==> src/rtl/mm3_pkg.sv <==
package mm3_pkg;
  localparam int NROWS = 3;
  localparam int NCOLS = 3;

  typedef enum logic [1:0] {
    WE_NONE  = 2'b00,
    WE_ROW_X = 2'b01,
    WE_ROW_Y = 2'b10,
    WE_ROW_Z = 2'b11
  } coef_we_e;

  function automatic coef_we_e row_code(int r);
    case (r)
      0:       return WE_ROW_X;
      1:       return WE_ROW_Y;
      default: return WE_ROW_Z;
    endcase
  endfunction
endpackage

==> src/rtl/mm3_coef_bank.sv <==
module mm3_coef_bank import mm3_pkg::*; #(
  parameter int CW = 10
) (
  input  logic                        clk,
  input  logic                        rst_n,
  input  logic [1:0]                  we,
  input  logic [CW-1:0]               k_a,
  input  logic [CW-1:0]               k_b,
  input  logic [CW-1:0]               k_c,
  output logic [NROWS*NCOLS*CW-1:0]   bank_q
);
  localparam int ROWW = NCOLS * CW;

  for (genvar r = 0; r < NROWS; r++) begin : g_row
    localparam coef_we_e CODE = row_code(r);
    logic [ROWW-1:0] row_q;

    always_ff @(posedge clk or negedge rst_n) begin
      if (!rst_n)           row_q <= '0;
      else if (we == CODE)  row_q <= {k_c, k_b, k_a};
    end

    assign bank_q[r*ROWW +: ROWW] = row_q;
  end
endmodule

==> src/rtl/mm3_mul.sv <==
module mm3_mul #(
  parameter int AW     = 12,
  parameter int BW     = 10,
  parameter int STAGES = 2
) (
  input  logic                     clk,
  input  logic                     rst_n,
  input  logic                     en,
  input  logic signed [AW-1:0]     a,
  input  logic signed [BW-1:0]     b,
  output logic signed [AW+BW-1:0]  p
);
  localparam int PW = AW + BW;

  logic signed [PW-1:0] stage_q [STAGES];

  always_ff @(posedge clk or negedge rst_n) begin
    if (!rst_n) begin
      for (int i = 0; i < STAGES; i++) stage_q[i] <= '0;
    end else if (en) begin
      stage_q[0] <= PW'(a) * PW'(b);
      for (int i = 1; i < STAGES; i++) stage_q[i] <= stage_q[i-1];
    end
  end

  assign p = stage_q[STAGES-1];
endmodule

==> src/rtl/mm3_row.sv <==
module mm3_row import mm3_pkg::*; #(
  parameter int DW         = 12,
  parameter int CW         = 10,
  parameter int MUL_STAGES = 2
) (
  input  logic                  clk,
  input  logic                  rst_n,
  input  logic                  en,
  input  logic signed [DW-1:0]  d_a,
  input  logic signed [DW-1:0]  d_b,
  input  logic signed [DW-1:0]  d_c,
  input  logic [NCOLS*CW-1:0]   k_row,
  output logic [DW-1:0]         res
);
  localparam int PW   = DW + CW;
  localparam int SW   = PW + 2;
  localparam int FRAC = CW - 1;

  logic signed [DW-1:0] din  [NCOLS];
  logic signed [PW-1:0] prod [NCOLS];

  assign din[0] = d_a;
  assign din[1] = d_b;
  assign din[2] = d_c;

  for (genvar c = 0; c < NCOLS; c++) begin : g_mul
    mm3_mul #(.AW(DW), .BW(CW), .STAGES(MUL_STAGES)) u_mul (
      .clk  (clk),
      .rst_n(rst_n),
      .en   (en),
      .a    (din[c]),
      .b    ($signed(k_row[c*CW +: CW])),
      .p    (prod[c])
    );
  end

  // two-level adder tree: pair sum, then add the third product
  logic signed [SW-1:0] pair_q;
  logic signed [PW-1:0] third_q;
  logic signed [SW-1:0] full_q;

  always_ff @(posedge clk or negedge rst_n) begin
    if (!rst_n) begin
      pair_q  <= '0;
      third_q <= '0;
      full_q  <= '0;
      res     <= '0;
    end else if (en) begin
      pair_q  <= SW'(prod[0]) + SW'(prod[1]);
      third_q <= prod[2];
      full_q  <= pair_q + SW'(third_q);
      res     <= DW'(full_q >>> FRAC);
    end
  end
endmodule

==> src/rtl/mm3_color_matrix.sv <==
module mm3_color_matrix import mm3_pkg::*; #(
  parameter int DW         = 12,
  parameter int CW         = 10,
  parameter int MUL_STAGES = 2
) (
  input  logic          clk,
  input  logic          rst_n,
  input  logic          in_valid,
  output logic          in_ready,
  input  logic [DW-1:0] in_a,
  input  logic [DW-1:0] in_b,
  input  logic [DW-1:0] in_c,
  input  logic [1:0]    coef_we,
  input  logic [CW-1:0] coef_a,
  input  logic [CW-1:0] coef_b,
  input  logic [CW-1:0] coef_c,
  output logic          out_valid,
  input  logic          out_ready,
  output logic [DW-1:0] out_x,
  output logic [DW-1:0] out_y,
  output logic [DW-1:0] out_z
);
  // input register + multiplier stages + pair + full + output
  localparam int LAT  = MUL_STAGES + 4;
  localparam int ROWW = NCOLS * CW;

  logic             adv;
  logic [LAT-1:0]   vld_q;
  logic [DW-1:0]    a_q, b_q, c_q;
  logic [NROWS*ROWW-1:0] bank_q;
  logic [DW-1:0]    res [NROWS];

  assign out_valid = vld_q[LAT-1];
  assign adv       = !out_valid || out_ready;
  assign in_ready  = adv;

  always_ff @(posedge clk or negedge rst_n) begin
    if (!rst_n)   vld_q <= '0;
    else if (adv) vld_q <= {vld_q[LAT-2:0], in_valid};
  end

  always_ff @(posedge clk or negedge rst_n) begin
    if (!rst_n) begin
      a_q <= '0;
      b_q <= '0;
      c_q <= '0;
    end else if (adv && in_valid) begin
      a_q <= in_a;
      b_q <= in_b;
      c_q <= in_c;
    end
  end

  mm3_coef_bank #(.CW(CW)) u_bank (
    .clk   (clk),
    .rst_n (rst_n),
    .we    (coef_we),
    .k_a   (coef_a),
    .k_b   (coef_b),
    .k_c   (coef_c),
    .bank_q(bank_q)
  );

  for (genvar r = 0; r < NROWS; r++) begin : g_row
    mm3_row #(.DW(DW), .CW(CW), .MUL_STAGES(MUL_STAGES)) u_row (
      .clk  (clk),
      .rst_n(rst_n),
      .en   (adv),
      .d_a  ($signed(a_q)),
      .d_b  ($signed(b_q)),
      .d_c  ($signed(c_q)),
      .k_row(bank_q[r*ROWW +: ROWW]),
      .res  (res[r])
    );
  end

  assign out_x = res[0];
  assign out_y = res[1];
  assign out_z = res[2];
endmodule

==> config.mk <==
export PLATFORM = sky130hd
export DESIGN_NAME = mm3_color_matrix
export DESIGN_NICKNAME = d
export VERILOG_FILES = /design/src/rtl/mm3_pkg.sv /design/src/rtl/mm3_coef_bank.sv /design/src/rtl/mm3_mul.sv /design/src/rtl/mm3_row.sv /design/src/rtl/mm3_color_matrix.sv
export SDC_FILE = /design/constraint.sdc
export NUM_CORES = 2
export LEC_CHECK = 0
export ABC_AREA = 1
export BUFFER_PORTS_ARGS = -buffer_cell sky130_fd_sc_hd__buf_4
export CORE_UTILIZATION = 43
export CTS_CLUSTER_DIAMETER = 150
export DETAILED_ROUTE_END_ITERATION = 16
export PLACE_DENSITY = 0.6
export SKIP_CTS_REPAIR_TIMING = 1
export SYNTH_ARGS = -nofsm -noshare
export SYNTH_HDL_FRONTEND = slang
export SYNTH_HIERARCHICAL = 1
export SYNTH_SLANG_ARGS = --single-unit
==> constraint.sdc <==
create_clock -name clk -period 6.9 [get_ports clk]
set_input_delay 1.38 -clock clk [delete_from_list [all_inputs] [get_ports clk]]
set_output_delay 1.38 -clock clk [all_outputs]
set_load 0.01 [all_outputs]
==> reports/qor.csv <==
stage;metric;value;unit
outcome;status;finished clean;
critical_path;Critical Path AT;6280;ps
clock_tree;clock-pin slew on the worst setup and hold paths;60;ps
synthesis;Post-Syn Instances;10530;
clock_tree;CTS tree;yes;
drt;drc violations;0;
floorplan;core area;0.1837;mm²
floorplan;Initial Utilization;0.4342;
critical_path;Critical Path, Cell by Cell;buf_4 -> nand2_1 -> fa_1 -> inv_1 -> fa_1 -> fa_1 -> fa_1 -> inv_1 -> fa_1 -> inv_1 -> ha_1 -> nand2_1 -> o21bai_1 -> a21oi_1 -> nand2_1 -> nand2_1 -> nand3_1 -> nand2_1;
layout;share of cells above drive strength 1;0.06427;
floorplan;Chip Height;432.7;µm
timing;Max Clk Rate;176.1;MHz
global_routing;antenna violations before repair;9;
layout;Layout Nets;11880;
timing;setup violators final;0;
drt;DR vias/cell;4.834;
placed_design;dpl cell area;0.08116;mm²
synthesis;Avg Inst Size Synth;7.572;µm²
timing;Slew HR;0.05987;
critical_path;Bufs and invs on worst path;4;
placed_design;PortBufs;109;
layout;most common cell after layout, fill and taps aside;nand2_1;
drt;DR iter-0 viols;4127;
floorplan;# rows;157;
layout;post-route design area;0.08424;mm²
global_routing;GRT Util Overall;0.2240;
clock_tree;clock buffer count from CTS;89;
clock_tree;clock sink count;708;
drt;router iterations before antenna repair;6;
placed_design;routability cong.;0.8843;
placed_design;hpwl dp;160900;µm
critical_path;Critical Path RT;7500;ps
timing;Final Hold Vio Count;0;
clock_tree;Clock Path Buffers;3;
timing;fin crit share;0.8230;
critical_path;Setup crit start kind;flip-flop;
synthesis;total number of yosys warnings;6;
critical_path;critical setup path kind;reg -> reg;
floorplan;Die Wd;432.7;µm
critical_path;CP max FO;25;
drt;Final ANT Viol Nets;0;
drt;Total Wirelength;203800;µm
critical_path;CP max-delay cell;dfrtp_1;
clock_tree;H-tree depth;3;
synthesis;Mapped Area;0.07975;mm²
critical_path;CP peak stage delay;1160;ps
synthesis;syn_nets;12160;
layout;most frequent cells in the layout;nand2_1 (3683), inv_1 (2205), fa_1 (966);
layout;fill count;18490;
global_routing;vias in the first global route;63470;
timing;Setup Skew;24.37;ps
floorplan;die area;0.1872;mm²
timing;RSZ-0062 raised after global routing;false;
critical_path;CP endpoint kind;flip-flop;
clock_tree;Clock Root Buffer;clkbuf_16;
hold_path;hold crit path type;reg -> reg;
global_routing;largest net degree at the start of global routing;140;
timing;final critical-path required period;5679;ps
drt;vias post-DR;61820;
layout;Area growth syn-to-layout;5.626;%
job;max cap viols;0;
timing;Slew @ Worst Pin;1410;ps
floorplan;I/O pins;110;
critical_path;CP delay by family, top;adder cells;
clock_tree;Clock Latency Late Sink;730;ps
timing;setup TNS;0;ps
timing;Final Max Tran Viols;0;
drt;wire length per cell;15.94;µm
global_routing;global-route wire length before repair;337700;µm
global_routing;gr ovfl total;0;
==> metal layers <==
metal | track usage | vias to the layer above | wire (µm)
met4 | 0.06953 | 0 | 6146
li1 | - | 30280 | -
met3 | 0.02482 | 270 | 8617
met5 | 0 | - | 0
met2 | 0.3746 | 1289 | 97190
met1 | 0.3039 | 29980 | 91890
==> stage by stage <==
step | util | std cells | setup slack [ps] | hold WS [ps]
finish | 0.4586 | 12790 | 1221 | 456.7
global route | 0.4586 | 12790 | 883.1 | 482.7
CTS | 0.4585 | 12780 | 1209 | 455.3
detailed placement | 0.4419 | 12620 | 1211 | 440.3
global placement | 0.4419 | 12620 | 1204 | 426.7
floorplan | - | 10530 | 2066 | 419.8
==> cell type report <==
type,instances,area [µm²],share of cell area
inverter,2254,8461,0.1004
tap,2464,3083,0.03660
clock inverter,45,551.8,0.006550
sequential,708,17720,0.2103
timing repair buffer,180,1434,0.01702
clock buffer,119,2510,0.02980
multi-input combinational,7010,50460,0.5990
antenna,8,20.02,0.0002376
==> sequential cells by signal (all words and copies together), names as in the netlist, 36 cells and up <==
register,cells
g_row.u_row/g_mul.u_mul/stage_q,189
g_row.u_row/res,36
g_row.u_row/full_q,36
g_row.u_row/third_q,63
g_row.u_row/g_mul.u_mul/p,189
g_row.u_row/pair_q,63
u_bank/g_row.row_q,90
==> worst paths after layout <==
| check | from | end | slack, ps | depth (start not counted) |
|---|---|---|---|---|
| worst max register to register | a_q[6] | g_row[1].u_row/g_mul[0].u_mul/stage_q[40] | 1220 | 18 |
| max in group asynchronous | rst_n | g_row[1].u_row/g_mul[2].u_mul/stage_q[33] | 4630 | 2 |
| worst max-delay path | a_q[6] | g_row[1].u_row/g_mul[0].u_mul/stage_q[40] | 1220 | 18 |
| min in group asynchronous | rst_n | g_row[1].u_row/res[11] | 730 | 1 |
| worst min register to register | vld_q[4] | vld_q[5] | 460 | 2 |
| worst min-delay path | vld_q[4] | vld_q[5] | 460 | 2 |
==> worst min-delay path, stage by stage, from the launching register on <==
cell	delay [ps]
dfrtp_1	320
inv_1	50
nand2_1	50
Power is left out: the tool's default activity adds up to more than one toggle a clock period on the data nets, which glitch-free logic cannot reach.
